==> src/rtl/gpio_port_pkg.sv <==
package gpio_port_pkg;

    typedef enum logic [3:0] {
        REG_DOUT  = 4'd0,
        REG_DIR   = 4'd1,
        REG_DEN   = 4'd2,
        REG_ODE   = 4'd3,
        REG_PU    = 4'd4,
        REG_PD    = 4'd5,
        REG_SLEW  = 4'd6,
        REG_ALT   = 4'd7,
        REG_SENSE = 4'd8,
        REG_BOTH  = 4'd9,
        REG_EVT   = 4'd10,
        REG_MASK  = 4'd11,
        REG_RAW   = 4'd12,
        REG_MIS   = 4'd13,
        REG_LOCK  = 4'd14,
        REG_IN    = 4'd15
    } gpio_reg_e;

    localparam int unsigned ADDR_W = 4;

endpackage

==> src/rtl/gpio_cfg_regs.sv <==
module gpio_cfg_regs
    import gpio_port_pkg::*;
#(
    parameter int unsigned N         = 8,
    parameter logic [N-1:0] PROT_PINS = '0
) (
    input  logic              clk,
    input  logic              rst_n,
    input  logic              we,
    input  logic [ADDR_W-1:0] addr,
    input  logic [N-1:0]      wdata,
    output logic [N-1:0]      dout,
    output logic [N-1:0]      dir,
    output logic [N-1:0]      den,
    output logic [N-1:0]      ode,
    output logic [N-1:0]      pu,
    output logic [N-1:0]      pd,
    output logic [N-1:0]      slew,
    output logic [N-1:0]      alt,
    output logic [N-1:0]      sense,
    output logic [N-1:0]      both,
    output logic [N-1:0]      evt,
    output logic [N-1:0]      mask,
    output logic [N-1:0]      lock,
    output logic [N-1:0]      raw_clr
);

    typedef struct packed {
        logic [N-1:0] dout;
        logic [N-1:0] dir;
        logic [N-1:0] den;
        logic [N-1:0] ode;
        logic [N-1:0] pu;
        logic [N-1:0] pd;
        logic [N-1:0] slew;
        logic [N-1:0] alt;
        logic [N-1:0] sense;
        logic [N-1:0] both;
        logic [N-1:0] evt;
        logic [N-1:0] mask;
        logic [N-1:0] lock;
    } cfg_t;

    cfg_t cfg_d, cfg_q;
    logic [N-1:0] keep;

    // merge new data into a protected field, keeping locked positions
    function automatic logic [N-1:0] guarded(input logic [N-1:0] old_v,
                                             input logic [N-1:0] new_v,
                                             input logic [N-1:0] hold);
        return (old_v & hold) | (new_v & ~hold);
    endfunction

    assign keep = cfg_q.lock;

    always_comb begin
        cfg_d   = cfg_q;
        raw_clr = '0;
        if (we) begin
            unique case (gpio_reg_e'(addr))
                REG_DOUT:  cfg_d.dout  = wdata;
                REG_DIR:   cfg_d.dir   = guarded(cfg_q.dir,  wdata, keep);
                REG_DEN:   cfg_d.den   = guarded(cfg_q.den,  wdata, keep);
                REG_ODE:   cfg_d.ode   = guarded(cfg_q.ode,  wdata, keep);
                REG_PU:    cfg_d.pu    = guarded(cfg_q.pu,   wdata, keep);
                REG_PD:    cfg_d.pd    = guarded(cfg_q.pd,   wdata, keep);
                REG_SLEW:  cfg_d.slew  = guarded(cfg_q.slew, wdata, keep);
                REG_ALT:   cfg_d.alt   = guarded(cfg_q.alt,  wdata, keep);
                REG_SENSE: cfg_d.sense = wdata;
                REG_BOTH:  cfg_d.both  = wdata;
                REG_EVT:   cfg_d.evt   = wdata;
                REG_MASK:  cfg_d.mask  = wdata;
                REG_RAW:   raw_clr     = wdata;
                REG_LOCK:  cfg_d.lock  = cfg_q.lock | (wdata & PROT_PINS);
                default:   cfg_d       = cfg_q;
            endcase
        end
    end

    always_ff @(posedge clk or negedge rst_n) begin
        if (!rst_n) cfg_q <= '0;
        else        cfg_q <= cfg_d;
    end

    assign dout  = cfg_q.dout;
    assign dir   = cfg_q.dir;
    assign den   = cfg_q.den;
    assign ode   = cfg_q.ode;
    assign pu    = cfg_q.pu;
    assign pd    = cfg_q.pd;
    assign slew  = cfg_q.slew;
    assign alt   = cfg_q.alt;
    assign sense = cfg_q.sense;
    assign both  = cfg_q.both;
    assign evt   = cfg_q.evt;
    assign mask  = cfg_q.mask;
    assign lock  = cfg_q.lock;

endmodule

==> src/rtl/gpio_in_sync.sv <==
module gpio_in_sync #(
    parameter int unsigned N      = 8,
    parameter int unsigned STAGES = 2
) (
    input  logic         clk,
    input  logic         rst_n,
    input  logic [N-1:0] async_in,
    output logic [N-1:0] sync_out
);

    logic [STAGES-1:0][N-1:0] st_d, st_q;

    assign st_d[0] = async_in;

    for (genvar s = 1; s < STAGES; s++) begin : g_stage
        assign st_d[s] = st_q[s-1];
    end

    always_ff @(posedge clk or negedge rst_n) begin
        if (!rst_n) st_q <= '0;
        else        st_q <= st_d;
    end

    assign sync_out = st_q[STAGES-1];

endmodule

==> src/rtl/gpio_pad_mux.sv <==
module gpio_pad_mux #(
    parameter int unsigned N = 8
) (
    input  logic [N-1:0] dout,
    input  logic [N-1:0] dir,
    input  logic [N-1:0] den,
    input  logic [N-1:0] ode,
    input  logic [N-1:0] alt,
    input  logic [N-1:0] periph_oe,
    input  logic [N-1:0] periph_out,
    output logic [N-1:0] pad_oe,
    output logic [N-1:0] pad_out
);

    for (genvar i = 0; i < N; i++) begin : g_pin
        logic want_drive;
        logic want_val;
        logic oe_q;

        // source select: peripheral or software
        assign want_drive = alt[i] ? periph_oe[i]  : dir[i];
        assign want_val   = alt[i] ? periph_out[i] : dout[i];

        // open drain only ever pulls low
        assign oe_q       = den[i] & want_drive & (~ode[i] | ~want_val);
        assign pad_oe[i]  = oe_q;
        assign pad_out[i] = oe_q & want_val & ~ode[i];
    end

endmodule

==> src/rtl/gpio_irq_unit.sv <==
module gpio_irq_unit #(
    parameter int unsigned N = 8
) (
    input  logic         clk,
    input  logic         rst_n,
    input  logic [N-1:0] lvl,
    input  logic [N-1:0] sense,
    input  logic [N-1:0] both,
    input  logic [N-1:0] evt,
    input  logic [N-1:0] mask,
    input  logic [N-1:0] clr,
    output logic [N-1:0] raw,
    output logic [N-1:0] masked,
    output logic         irq
);

    typedef struct packed {
        logic [N-1:0] prev;
        logic [N-1:0] raw;
    } irq_st_t;

    irq_st_t st_d, st_q;
    logic [N-1:0] raw_nxt;

    for (genvar i = 0; i < N; i++) begin : g_pin
        logic rise, fall, edge_hit, lvl_hit;

        assign rise     = lvl[i] & ~st_q.prev[i];
        assign fall     = ~lvl[i] & st_q.prev[i];
        assign edge_hit = both[i] ? (rise | fall) : (evt[i] ? rise : fall);
        assign lvl_hit  = evt[i] ? lvl[i] : ~lvl[i];
        // a new edge wins over a clear in the same cycle
        assign raw_nxt[i] = sense[i] ? lvl_hit
                                     : ((st_q.raw[i] & ~clr[i]) | edge_hit);
    end

    always_comb begin
        st_d      = st_q;
        st_d.prev = lvl;
        st_d.raw  = raw_nxt;
    end

    always_ff @(posedge clk or negedge rst_n) begin
        if (!rst_n) st_q <= '0;
        else        st_q <= st_d;
    end

    assign raw    = st_q.raw;
    assign masked = st_q.raw & mask;
    assign irq    = |masked;

endmodule

==> src/rtl/gpio_port_ctrl.sv <==
module gpio_port_ctrl
    import gpio_port_pkg::*;
#(
    parameter int unsigned  NUM_PINS  = 8,
    parameter int unsigned  SYNC_STG  = 2,
    parameter logic [NUM_PINS-1:0] PROT_PINS = 8'h03
) (
    input  logic                clk,
    input  logic                rst_n,
    input  logic                bus_we,
    input  logic [ADDR_W-1:0]   bus_addr,
    input  logic [NUM_PINS-1:0] bus_wdata,
    output logic [NUM_PINS-1:0] bus_rdata,
    input  logic [NUM_PINS-1:0] pad_in,
    output logic [NUM_PINS-1:0] pad_oe,
    output logic [NUM_PINS-1:0] pad_out,
    output logic [NUM_PINS-1:0] pad_pu,
    output logic [NUM_PINS-1:0] pad_pd,
    output logic [NUM_PINS-1:0] pad_slew,
    input  logic [NUM_PINS-1:0] periph_oe,
    input  logic [NUM_PINS-1:0] periph_out,
    output logic [NUM_PINS-1:0] periph_in,
    output logic                irq
);

    localparam int unsigned N = NUM_PINS;

    logic [N-1:0] c_dout, c_dir, c_den, c_ode, c_pu, c_pd, c_slew, c_alt;
    logic [N-1:0] c_sense, c_both, c_evt, c_mask, c_lock, c_clr;
    logic [N-1:0] in_sync, in_lvl, st_raw, st_mis;

    gpio_cfg_regs #(.N(N), .PROT_PINS(PROT_PINS)) u_cfg (
        .clk(clk), .rst_n(rst_n), .we(bus_we), .addr(bus_addr), .wdata(bus_wdata),
        .dout(c_dout), .dir(c_dir), .den(c_den), .ode(c_ode), .pu(c_pu),
        .pd(c_pd), .slew(c_slew), .alt(c_alt), .sense(c_sense), .both(c_both),
        .evt(c_evt), .mask(c_mask), .lock(c_lock), .raw_clr(c_clr)
    );

    gpio_in_sync #(.N(N), .STAGES(SYNC_STG)) u_sync (
        .clk(clk), .rst_n(rst_n), .async_in(pad_in), .sync_out(in_sync)
    );

    assign in_lvl    = in_sync & c_den;
    assign periph_in = in_lvl;

    gpio_pad_mux #(.N(N)) u_pad (
        .dout(c_dout), .dir(c_dir), .den(c_den), .ode(c_ode), .alt(c_alt),
        .periph_oe(periph_oe), .periph_out(periph_out),
        .pad_oe(pad_oe), .pad_out(pad_out)
    );

    gpio_irq_unit #(.N(N)) u_irq (
        .clk(clk), .rst_n(rst_n), .lvl(in_lvl), .sense(c_sense), .both(c_both),
        .evt(c_evt), .mask(c_mask), .clr(c_clr),
        .raw(st_raw), .masked(st_mis), .irq(irq)
    );

    assign pad_pu   = c_pu;
    assign pad_pd   = c_pd;
    assign pad_slew = c_slew;

    always_comb begin
        unique case (gpio_reg_e'(bus_addr))
            REG_DOUT:  bus_rdata = c_dout;
            REG_DIR:   bus_rdata = c_dir;
            REG_DEN:   bus_rdata = c_den;
            REG_ODE:   bus_rdata = c_ode;
            REG_PU:    bus_rdata = c_pu;
            REG_PD:    bus_rdata = c_pd;
            REG_SLEW:  bus_rdata = c_slew;
            REG_ALT:   bus_rdata = c_alt;
            REG_SENSE: bus_rdata = c_sense;
            REG_BOTH:  bus_rdata = c_both;
            REG_EVT:   bus_rdata = c_evt;
            REG_MASK:  bus_rdata = c_mask;
            REG_RAW:   bus_rdata = st_raw;
            REG_MIS:   bus_rdata = st_mis;
            REG_LOCK:  bus_rdata = c_lock;
            REG_IN:    bus_rdata = in_lvl;
            default:   bus_rdata = '0;
        endcase
    end

endmodule

==> config.mk <==
export PLATFORM = sky130hd
export DESIGN_NAME = gpio_port_ctrl
export DESIGN_NICKNAME = d
export VERILOG_FILES = /design/src/rtl/gpio_port_pkg.sv /design/src/rtl/gpio_cfg_regs.sv /design/src/rtl/gpio_in_sync.sv /design/src/rtl/gpio_pad_mux.sv /design/src/rtl/gpio_irq_unit.sv /design/src/rtl/gpio_port_ctrl.sv
export SDC_FILE = /design/constraint.sdc
export NUM_CORES = 1
export LEC_CHECK = 0
export BUFFER_PORTS_ARGS = -buffer_cell sky130_fd_sc_hd__buf_2
export CAP_MARGIN = 25
export CORE_ASPECT_RATIO = 0.5
export CORE_MARGIN = 2
export CORE_UTILIZATION = 35
export DETAILED_ROUTE_END_ITERATION = 10
export GPL_TIMING_DRIVEN = 1
export PLACE_DENSITY_LB_ADDON = 0.2
export SYNTH_ARGS = -nofsm -noshare
export SYNTH_HDL_FRONTEND = slang
export SYNTH_SLANG_ARGS = --single-unit
==> constraint.sdc <==
create_clock -name clk -period 1.77 [get_ports clk]
set_input_delay 0.354 -clock clk [delete_from_list [all_inputs] [get_ports clk]]
set_output_delay 0.354 -clock clk [all_outputs]
set_load 0.05 [all_outputs]
After elaboration in Yosys (flattened, before gate mapping)
Index checks and enable logic that the tools add are counted.
{ "word_totals": {"reg_bits": 136, "out_inout_bits": 57} }
{ "op_classes": {"bitwise": 139, "n_mux": 51, "n_eq_ne": 15, "reduce_logical": 15} }
{ "op_table": {"columns": ["cell", "n"], "rows": [
  ["$pmux W8 S16", 1],
  ["$and A8 B8 Y8", 10],
  ["$and A1 B1 Y1", 56],
  ["$or A8 B8 Y8", 7],
  ["$mux W1", 48],
  ["$not A1 Y1", 40],
  ["$eq A4 B4 Y1 const B", 8],
  ["$reduce_and A2 Y1", 13],
  ["$or A1 B1 Y1", 24],
  ["$eq A4 B3 Y1 const B", 4],
  ["$mux W8", 2],
  ["$eq A4 B2 Y1 const B", 2],
  ["$not A8 Y8", 1],
  ["$or A8 B2 Y8", 1],
  ["$reduce_or A8 Y1", 1],
  ["$eq A4 B1 Y1 const B", 1],
  ["$logic_not A4 Y1", 1]
]} }

Depth between registers and ports, before layout
{ "logic_depth": {"depth_word": 7, "mapped_depth": 8, "mapped_depth_nobuf": 7} }

Cells and area by module
A second synthesis with hierarchy kept.
{ "hier_totals": {"hier_cells": 641, "area_unflattened_um2": 7409.6} }
{ "modules_own_cells": {"columns": ["module", "seq_area_each_um2", "instances", "cells_each", "area_each_um2"], "rows": [
  ["gpio_cfg_regs", 2452.4, 1, 266, 3957.5],
  ["gpio_port_ctrl", 0.0, 1, 180, 1356.3],
  ["gpio_irq_unit", 400.4, 1, 131, 1184.9],
  ["gpio_pad_mux", 0.0, 1, 48, 510.5],
  ["gpio_in_sync", 400.4, 1, 16, 400.4]
]} }

Worst setup path before layout
No wires, ideal clock.
{ "synth_path": {"kind": "input -> output", "start": "in bus_addr[1]", "end": "out bus_rdata[6]", "cell_stages": 7, "setup_slack_ns": -0.756, "t_arrival_ns": 2.172, "required_time_ns": 1.416, "cell_sequence": "buf_2 buf_2 nor2_1 a21oi_1 or3_1 o311a_1 a31oi_1"} }
{ "synth_via": {"elab_chain_len": 2, "elab_cells_between_ends": 17, "cone_classes": "eq/ne (15); mux (1); reduce/logical (1)"} }
{ "synth_lines": {"columns": ["element", "line", "rtl"], "rows": [
  ["from (decl)", "gpio_port_ctrl.sv:11", "input logic [ADDR_W-1:0] bus_addr,"],
  ["$eq A4 B4 Y1 (tied with other cells)", "gpio_port_ctrl.sv:63", "unique case (gpio_reg_e'(bus_addr))"],
  ["$pmux W8 S16 *", "gpio_port_ctrl.sv:63", null],
  ["to (decl)", "gpio_port_ctrl.sv:13", "output logic [NUM_PINS-1:0] bus_rdata,"]
]} }
Every way passes the cells marked *; elsewhere a longest branch is shown, timed or not.

Worst setup path in the final report
{ "layout_path": {"start": "reg u_cfg.cfg_q, in the netlist u_cfg.den[2]", "end": "out bus_rdata[2]"} }
{ "layout_via": {"elab_chain_len": 2} }
{ "layout_lines": {"columns": ["element", "line", "rtl"], "rows": [
  ["from (decl)", "gpio_cfg_regs.sv:44", "cfg_t cfg_d, cfg_q;"],
  ["from (signal assigned)", "gpio_cfg_regs.sv:82", "else cfg_q <= cfg_d;"],
  ["$and A8 B8 Y8", "gpio_port_ctrl.sv:43", "assign in_lvl = in_sync & c_den;"],
  ["$pmux W8 S16 *", "gpio_port_ctrl.sv:63", null]
]} }
Marks and branches as above.

==> impl_metrics.ini <==
[yosys]
async_reset_ff_share_pct = 100
synth_fp_nets = 655
yosys_most_used_dff = dfrtp_1
synth.yosys.seq_area_share_pct = 48.2
syn_area_mm2 = 0.00674
ys_ff_latch = 130
yosysUniqueCellTypes = 44
synthTopCellsByArea = dfrtp_1, mux2_2, ha_1, a21oi_1, nand2_1
synth.most_common_cell = dfrtp_1
synth_top_area_share_pct = 48.2
yosys.area.top_type = dfrtp_1
yosysWarnings = 0
synth_cells = 600
syn_avg_cell_area_um2 = 11.2
ys_top_cells_by_count = dfrtp_1, mux2_2, a21oi_1, nand2_1, nor2_1
synth_edf_count = 0

[floorplanning]
core_mm2 = 0.0187
fp-row-count = 35
initial_core_util_pct = 36.1
dieArea_mm2 = 0.0205
die-width_um = 200
pin_count = 96
fp.dieH_um = 102

[placement]
dpl-instance-area_mm2 = 0.00859
dp_hpwl_mm = 17.0
place_congestion = 0.903
portBuffers = 95
dp_slack_ns = -0.554

[power]
p_sw_mw = 4.41
pwr-share-comb_pct = 35.4
max-vdd-ir-drop_uv = 632
switching_share_pct = 35.6
seq_power_share_pct = 34.8
power_density_mw_per_mm2 = 1260
total_power_mw = 12.4
p_leak_nw = 4.49
internal_power_mw = 7.98
clock_power_share_pct = 29.8

[sta]
layout_min_cycle_time_ns = 2.42
fin_worst_skew_ns = 0.0103
tightestPinTransition_ns = 0.384
timing.setup.tns_ns = -5.48
rsz0062_at_grt = yes
report.final.slew_viol_count = 0
setup_ws_ns = -0.653
fmax_mhz = 413
fin_crit_sh_pct = 137
finalHoldViolations = 0
setup_viol = 25
max_slew_margin_pct = 74.3

[status]
violations = setup timing
status = finished with violations

[global_routing]
grt.total_usage_pct = 23.3
grt_pass1_wl_mm = 35.4
grt.overflow.total = 0
grt_pass1_vias = 5939
antenna_found_initial = 0
grt_max_degree = 45

[drt]
ant_nets = 0
drc = 0
via_per_inst = 5.32
drt_iter0_drc = 532
wl_per_cell_um = 21.1
vias = 5818
wl_mm = 23.0
dr.pass1.iters = 5

[finish]
utilization_pct = 52.8
diodes = 0
area_growth_pct = 46.2
final_area_mm2 = 0.00986
drive_above_1_share_pct = 57.8
layout.nets = 876
fillers = 1673

[min_path]
min_path_type = primary input to register

[clock_network]
cts-root-buf = clkbuf_16
clock_path_buffers = 2
cts_tree = done
numCtsBuffers = 17
path_clk_slew_ns = 0.06
cts_htree_levels = 4
clkLatencyLatePin_ns = 0.43
cts_sinks = 130

[setup_path]
arrival_ns = 2.07
cp-start-kind = register
cp-end-kind = output pin
cp.required_ns = 1.42
path_class = register to output pin
critPathMaxFanout = 3

[job]
max_cap_viol_count = 0
-- power by group through the flow --
stage	clock network [mW]	registers, mW	logic (mW)
2_1_floorplan	0	4.63	2.03
3_3_place_gp	0	4.30	3.74
3_5_place_dp	0	4.30	3.81
4_1_cts	3.76	4.29	4.26
5_1_grt	3.91	4.40	4.65
6_report	3.70	4.31	4.38
-- worst paths after layout --
kind | from | endpoint | slack [ns] | cells after the start
min | pad_in[2] | u_sync.st_d[10] | 0.03 | 1
min reg2reg | u_sync.st_d[12] | u_sync.sync_out[4] | 0.35 | 0
max reg2reg | u_cfg.den[7] | u_irq.raw[7] | 0.12 | 8
max in group asynchronous | rst_n | asynchronous set/reset pin | 0.77 | 3
max | u_cfg.den[2] | bus_rdata[2] | -0.65 | 6
min in group asynchronous | rst_n | u_cfg.den[7] | 0.40 | 2
-- worst max-delay path, stage by stage (launching register included) --
cell and delay [ns]:
dfrtp_1 0.40, mux2_2 0.28, a32oi_2 0.16, nor2_1 0.07, a221o_1 0.27, o32a_4 0.32
buf_6 0.15
-- per-stage QoR --
stage,std cells,hold WS (ns)
4_1_cts,1090,0.0147
2_1_floorplan,600,0.0584
3_5_place_dp,1047,0.289
6_report,1093,0.0251
3_3_place_gp,1047,0.295
5_1_grt,1093,0.00660
-- layer usage --
metal	part of all wire, %	vias to the layer above	GRT usage (%)	wire length, um
met1	47	2946	33.9	10900
met4	0.77	0	4.79	177
met3	7.3	17	5.42	1680
met2	45	208	35.7	10300
met5	0	-	0	0
li1	-	2647	-	-
-- cells by family after synthesis --
family | Yosys count | synth area share (%)
XOR/XNOR | 8 | 1.04
AO/OA/AOI/OAI | 131 | 13.2
flip-flops | 130 | 48.2
AND/OR/NAND/NOR | 132 | 9.82
adder cells (fa/ha/maj) | 16 | 2.97
multiplexers | 120 | 20.4
buffers and inverters | 63 | 4.36
-- what timing repair did --
| action | in CTS | in global routing |
|---|---|---|
| resized for setup | 123 | 37 |
| cloned | 0 | 0 |
| pin swaps | 40 | 20 |
| endpoints found under the setup margin | 31 | 34 |
| hold buffers | 1 | 0 |
| endpoints found under the hold margin | 35 | 0 |
| buffers inserted | 11 | 4 |
-- placed cells by master, fill, tap and decap left out, drive strengths merged, types with 2 or more instances in the layout --
master / count
nand2: 39
a21oi: 39
a221oi: 5
nor2: 32
o211ai: 7
a211oi: 16
bufinv: 3
ha: 16
nand4: 5
a22oi: 13
xnor2: 8
a22o: 8
buf: 241
a32oi: 5
inv: 21
o22ai: 3
a221o: 2
clkbuf: 23
and2: 3
clkinv: 5
clkinvlp: 3
a32o: 5
o32a: 2
nor3: 4
nand3: 21
dfrtp: 130
o21ai: 13
and3: 4
a31oi: 7
a21o: 2
mux2: 117
mux4: 2
nor2b: 14
nor3b: 8
-- layout make-up --
class	count	area (um2)	area share, %
Clock buffer	21	460	4.67
Clock inverter	11	154	1.56
Inverter	21	82.6	0.838
Multi-Input combinational cell	407	3670	37.2
Sequential cell	130	3270	33.2
Tap cell	259	324	3.29
Timing Repair Buffer	244	1900	19.3
Power figures use the tool's default switching activity.
